--- src/rtl/hs_pkg.sv ---
// Shared constants for the hot-swap handshake controller.
// Assumes: status bit order is fixed and shared with the host clear mask.
package hs_pkg;
    localparam int N_PEND      = 2;
    localparam int PEND_INS    = 0;
    localparam int PEND_EXT    = 1;
    localparam int DEB_DEFAULT = 16;
endpackage

--- src/rtl/hs_sw_filter.sv ---
// Injector switch conditioner: two-stage synchronizer, then a debounce
// filter that accepts a new level only after DEB_CYC consecutive samples
// of it, then edge pulses on the filtered level.
// Assumes: DEB_CYC >= 2; switch reads 0 (open) out of reset.
module hs_sw_filter #(
    parameter int DEB_CYC = 16
) (
    input  logic clk,
    input  logic rst_n,
    input  logic sw_raw_i,
    output logic close_o,
    output logic open_o
);
    localparam int CW = (DEB_CYC > 2) ? $clog2(DEB_CYC) : 1;
    localparam logic [CW-1:0] CNT_LAST = CW'(DEB_CYC - 1);

    logic          sync1_q, sync2_q;
    logic          deb_q, deb_prev_q;
    logic [CW-1:0] cnt_q;

    // Bring the asynchronous switch into the clock domain.
    always_ff @(posedge clk) begin
        if (!rst_n) begin
            sync1_q <= 1'b0;
            sync2_q <= 1'b0;
        end else begin
            sync1_q <= sw_raw_i;
            sync2_q <= sync1_q;
        end
    end

    // Count consecutive disagreeing samples; adopt the level at the limit.
    always_ff @(posedge clk) begin
        if (!rst_n) begin
            deb_q <= 1'b0;
            cnt_q <= '0;
        end else if (sync2_q == deb_q) begin
            cnt_q <= '0;
        end else if (cnt_q == CNT_LAST) begin
            deb_q <= sync2_q;
            cnt_q <= '0;
        end else begin
            cnt_q <= cnt_q + 1'b1;
        end
    end

    // Remember the previous filtered level for edge detection.
    always_ff @(posedge clk) begin
        if (!rst_n) deb_prev_q <= 1'b0;
        else        deb_prev_q <= deb_q;
    end

    assign close_o = deb_q & ~deb_prev_q;
    assign open_o  = ~deb_q & deb_prev_q;

    // A synchronized sample equal to the filtered level never moves it.
    assert_deb_hold_R9: assert property (@(posedge clk) disable iff (!rst_n)
        (sync2_q == deb_q) |=> $stable(deb_q));

    // Filtered level only moves toward the synchronized sample.
    assert_deb_follow_R9: assert property (@(posedge clk) disable iff (!rst_n)
        !$stable(deb_q) |-> (deb_q == $past(sync2_q)));
endmodule

--- src/rtl/hs_pend_bit.sv ---
// One request status bit: set by a pulse, cleared by a host
// write-one-to-clear; a set on the same edge overrides the clear.
// Assumes: set_i and clr_i are single-cycle qualified strobes.
module hs_pend_bit (
    input  logic clk,
    input  logic rst_n,
    input  logic set_i,
    input  logic clr_i,
    output logic pend_o
);
    logic pend_q;

    // Hold the request until the host acknowledges it.
    always_ff @(posedge clk) begin
        if (!rst_n)      pend_q <= 1'b0;
        else if (set_i)  pend_q <= 1'b1;
        else if (clr_i)  pend_q <= 1'b0;
    end

    assign pend_o = pend_q;

    assert_set_wins_R12: assert property (@(posedge clk) disable iff (!rst_n)
        set_i |=> pend_q);

    assert_w1c_R11: assert property (@(posedge clk) disable iff (!rst_n)
        (clr_i && !set_i) |=> !pend_q);

    assert_no_spurious_R8: assert property (@(posedge clk) disable iff (!rst_n)
        !set_i |=> !$rose(pend_q));
endmodule

--- src/rtl/hs_led_ctl.sv ---
// Blue LED driver: lit while the board is not yet online (local reset
// active or not selected by the host) or when host software asks for it.
// Assumes: all inputs synchronous to clk; lit out of reset.
module hs_led_ctl (
    input  logic clk,
    input  logic rst_n,
    input  logic host_sel_n_i,
    input  logic local_rst_n_i,
    input  logic host_led_on_i,
    output logic led_o
);
    logic led_q;

    // Register the LED term so the pad sees a glitch-free level.
    always_ff @(posedge clk) begin
        if (!rst_n) led_q <= 1'b1;
        else        led_q <= !local_rst_n_i || host_sel_n_i || host_led_on_i;
    end

    assign led_o = led_q;

    assert_led_reset_R2: assert property (@(posedge clk) disable iff (!rst_n)
        !local_rst_n_i |=> led_q);

    assert_led_unsel_R3: assert property (@(posedge clk) disable iff (!rst_n)
        host_sel_n_i |=> led_q);

    assert_led_host_R5: assert property (@(posedge clk) disable iff (!rst_n)
        host_led_on_i |=> led_q);
endmodule

--- src/rtl/hs_insert_handshake.sv ---
// Hot-swap insertion/extraction handshake top level. Filters the injector
// switch, raises insertion or extraction requests on filtered handle
// transitions while the board is online, drives the open-drain request
// enable and the blue extraction LED.
// Assumes: host-side inputs are synchronous to clk; reset is synchronous.
module hs_insert_handshake
    import hs_pkg::*;
#(
    parameter int DEB_CYC = DEB_DEFAULT
) (
    input  logic              clk,
    input  logic              rst_n,
    input  logic              inject_sw_raw,
    input  logic              host_sel_n,
    input  logic              local_rst_n,
    input  logic              host_led_on,
    input  logic              stat_clr_we,
    input  logic [N_PEND-1:0] stat_clr_mask,
    output logic              enum_oe,
    output logic              led_on,
    output logic              ins_pend,
    output logic              ext_pend
);
    logic              sw_close, sw_open, online;
    logic [N_PEND-1:0] set_vec, clr_vec, pend_vec;

    hs_sw_filter #(.DEB_CYC(DEB_CYC)) u_filt (
        .clk      (clk),
        .rst_n    (rst_n),
        .sw_raw_i (inject_sw_raw),
        .close_o  (sw_close),
        .open_o   (sw_open)
    );

    // Requests are only meaningful once selected and powered.
    assign online            = !host_sel_n && local_rst_n;
    assign set_vec[PEND_INS] = sw_close && online;
    assign set_vec[PEND_EXT] = sw_open  && online;
    assign clr_vec           = stat_clr_we ? stat_clr_mask : '0;

    for (genvar i = 0; i < N_PEND; i++) begin : g_pend
        hs_pend_bit u_bit (
            .clk    (clk),
            .rst_n  (rst_n),
            .set_i  (set_vec[i]),
            .clr_i  (clr_vec[i]),
            .pend_o (pend_vec[i])
        );
    end

    hs_led_ctl u_led (
        .clk           (clk),
        .rst_n         (rst_n),
        .host_sel_n_i  (host_sel_n),
        .local_rst_n_i (local_rst_n),
        .host_led_on_i (host_led_on),
        .led_o         (led_on)
    );

    assign ins_pend = pend_vec[PEND_INS];
    assign ext_pend = pend_vec[PEND_EXT];
    assign enum_oe  = |pend_vec;

    // Offline switch activity never raises a request.
    assert_offline_quiet_R8: assert property (@(posedge clk) disable iff (!rst_n)
        !online |=> !$rose(ins_pend) && !$rose(ext_pend));

    // The two filtered edges never coincide.
    assert_edges_exclusive_R6: assert property (@(posedge clk) disable iff (!rst_n)
        $onehot0({sw_close, sw_open}));

    // The request line releases once both bits are cleared without a set.
    assert_release_R10: assert property (@(posedge clk) disable iff (!rst_n)
        (stat_clr_we && (&stat_clr_mask) && !sw_close && !sw_open) |=> !enum_oe);
endmodule

--- config.mk ---
export PLATFORM = sky130hd
export DESIGN_NAME = hs_insert_handshake
export DESIGN_NICKNAME = d
export VERILOG_FILES = /design/src/rtl/hs_pkg.sv /design/src/rtl/hs_sw_filter.sv /design/src/rtl/hs_pend_bit.sv /design/src/rtl/hs_led_ctl.sv /design/src/rtl/hs_insert_handshake.sv
export SDC_FILE = /design/constraint.sdc
export NUM_CORES = 1
export LEC_CHECK = 0
export BUFFER_PORTS_ARGS = -buffer_cell sky130_fd_sc_hd__buf_2
export CORE_AREA = 2 2 39 41
export DETAILED_ROUTE_END_ITERATION = 10
export DIE_AREA = 0 0 41 43
export HOLD_SLACK_MARGIN = 0.02
export PLACE_DENSITY_LB_ADDON = 0.2
export SLEW_MARGIN = 5
export SYNTH_ARGS = -nofsm -noshare
export SYNTH_HDL_FRONTEND = slang
export SYNTH_HIERARCHICAL = 1
export SYNTH_SLANG_ARGS = --single-unit
--- constraint.sdc ---
create_clock -name clk -period 1.2 [get_ports clk]
set_input_delay 0.12 -clock clk [delete_from_list [all_inputs] [get_ports clk]]
set_output_delay 0.12 -clock clk [all_outputs]
set_load 0.02 [all_outputs]
==> impl_metrics.ini <==
[status]
status = complete, no violations

[detailed_routing]
dr_total_vias = 311
route.met2.wl_um = 281
top_layer = met3
first_pass_iters = 2
ant_nets = 0
drt_iter0_drc = 4
drc = 0
via_per_inst = 4.32
wl_met1_um = 335
dr_wl_met3_um = 28
wl_per_cell_um = 8.96
wl_um = 645

[sta]
slew_viol_final = 0
worst_clock_skew_ns = 0.00385
fmax_mhz = 930
rsz0062_at_grt = no
worst_pin_slew_ns = 0.156
finalSetupViolations = 0
hold_violations = 0
period_needed_ns = 1.08
slew_headroom = 0.896
finalCritPeriodShare = 0.896
setup_tns_ns = 0

[synth]
ys_seq_area_frac = 0.507
synth_top_family_by_area = simple AND/OR/NAND/NOR gates
synth_xor_area_frac = 0.0605
synth_warnings = 6
synthMuxAreaShare = 0.0231
synth-adder-area-share = 0.0288
syn_nets = 50
synth.distinct_cells = 16
yosysTopAreaCell = dfxtp_1
syn-cell-area_um2 = 434
synth_top_area_share = 0.507
syn_inst = 40
postSynthAreaPerCell_um2 = 10.9
ys_seq_elements = 11
yosys-top-cells-area = dfxtp_1 (51%), and2_1 (7.2%), nor2b_4 (6.3%), xor2_1 (6.1%), and3b_1 (4.0%)
synth_compound_gate_area_share = 0.0346
yosys.area_share.simple = 0.337

[critical_path]
rrSetupSlack_ns = 0.17
crit_required_ns = 1.08
critPathCaptureType = primary output
crit_arrival_ns = 0.96
r2r_start = u_filt/deb_q
crit_type = flop to primary output
critPathLaunchType = flop
rr_endpoint = g_pend[1].u_bit/pend_o
reg2reg_depth = 3
path_max_fanout = 3

[layout]
drive_above_1_share = 0.321
n_fill_cell = 154
final_cells = 72
fin_area_um2 = 542
antennaDiodeCount = 0
final_core_util = 0.392
fin_nets = 67
synthToLayoutAreaGrowth_pct = 24.8

[worst_hold_path]
holdPathStages = 2
worstHoldStart = inject_sw_raw
min_path_type = input pin to flop
min_to = u_filt/sync1_q

[power_and_ir_drop]
vdd_ir_drop_max_v = 0.000587
powerDensity_mw_per_mm2 = 1210
power_leakage_nw = 0.272
p_total_uw = 655

[clock_network]
htreeDepth = 1
clock_latency_ns = 0.27
clock_sinks = 11
numCtsBuffers = 3
clkTransAtPathRegs_ns = 0.08
cts_buffer_depth = 2
cts-root-buf = clkbuf_4
post_cts_resized = 0
post-cts-setup-buffers = 0
holdBufCountCts = 0
tritoncts = done

[die]
dieArea_mm2 = 0.00176
die_h_um = 43
ios = 13
initial_core_util = 0.314
core.rowCount = 14
core_mm2 = 0.00138
die_w_um = 41

[global_routing]
track_usage = 0.106
grt_pass1_vias = 287
grt_max_degree = 10
antenna_found_initial = 0
grt_pass1_wl_um = 1210
grt_overflow = 0

[placed_design]
placed_cell_area_um2 = 514
dp_hpwl_um = 497
port-buffer-count = 12
placed_cells = 68
gp_congestion = 0.673

[flow_run]
cap_violations = 0
[metal layers]
| metal | GRT usage | vias to the layer above |
|---|---|---|
| li1 | - | 164 |
| met2 | 0.122 | 7 |
| met5 | 0 | - |
| met3 | 0.0471 | 0 |
| met4 | 0.0800 | 0 |
| met1 | 0.148 | 140 |
[final cells by class]
cell class	instances	area, um2	area share
Clock buffer	3	22.5	0.0416
Tap cell	16	20.0	0.0370
Multi-Input combinational cell	28	210	0.388
Sequential cell	11	220	0.406
Clock inverter	1	5.00	0.00924
Timing Repair Buffer	12	60.1	0.111
Inverter	1	3.75	0.00693
[per-stage QoR]
| step | setup WS [ns] | hold slack [ns] |
|---|---|---|
| final | 0.125 | 0.0538 |
| after global routing | 0.0552 | 0.0411 |
| after CTS | 0.106 | 0.0438 |
| after detailed placement | 0.184 | 0.332 |
| after global placement | 0.171 | 0.329 |
| after floorplan | 0.234 | 0.216 |
[cells in the mapped netlist]
cell type	count
nor2b_1	2
inv_1	1
dfxtp_1	11
nand4bb_1	1
o21a_1	2
nand3_1	3
xor2_1	3
nor2_1	3
nor2b_4	2
or2_1	1
and3_1	1
ha_1	1
and2b_1	1
mux2i_1	1
and3b_1	2
and2_1	5
[critical path: stages (launching register included)]
cell and delay [ns]:
dfxtp_1 0.32, or2_1 0.22, buf_2 0.15
[power breakdown]
group	internal (mW)	switching, mW	total, mW
Clock	0.123	0.129	0.252
Combinational	0.0171	0.0141	0.0312
Sequential	0.370	0.00192	0.372
[cells by family after synthesis]
kind of cell / count (synthesis)
multiplexers: 1
flip-flops: 11
adder cells (fa/ha/maj): 1
AND/OR/NAND/NOR: 21
XOR/XNOR: 3
buffers and inverters: 1
AO/OA/AOI/OAI: 2
[worst max-delay path by stage]
stage | startpoint | to | slack (ns) | cells after the start
floorplan | u_filt/deb_q | g_pend[1].u_bit/pend_o | 0.23 | 3
global placement | u_filt/deb_q | g_pend[1].u_bit/pend_o | 0.17 | 3
detailed placement | u_filt/deb_q | g_pend[1].u_bit/pend_o | 0.18 | 3
CTS | g_pend[1].u_bit/pend_o | enum_oe | 0.11 | 2
global route | u_filt/cnt_q[0] | u_filt/deb_q | 0.06 | 4
finish | g_pend[1].u_bit/pend_o | enum_oe | 0.12 | 2
[state kept, by name, summed over array words and instances, names as in the netlist]
name	cells
g_pend.u_bit/pend_o	2
u_filt/sync2_q	1
u_filt/deb_q	1
u_filt/sync1_q	1
u_led/led_o	1
u_filt/cnt_q	4
u_filt/deb_prev_q	1
[placed cells by master (no fill, tap or decap)]
master	instances
or2_1	1
clkbuf_4	3
and3b_1	2
mux2i_1	1
buf_2	12
xor2_1	3
nand3_1	3
nor2b_4	2
inv_1	1
nor2b_1	2
and2b_1	1
nor2_1	3
o21a_1	2
clkinv_2	1
ha_1	1
nand4bb_1	1
and3_1	1
and2_1	5
dfxtp_1	11
Note: power is estimated with default switching activity, not from simulation.
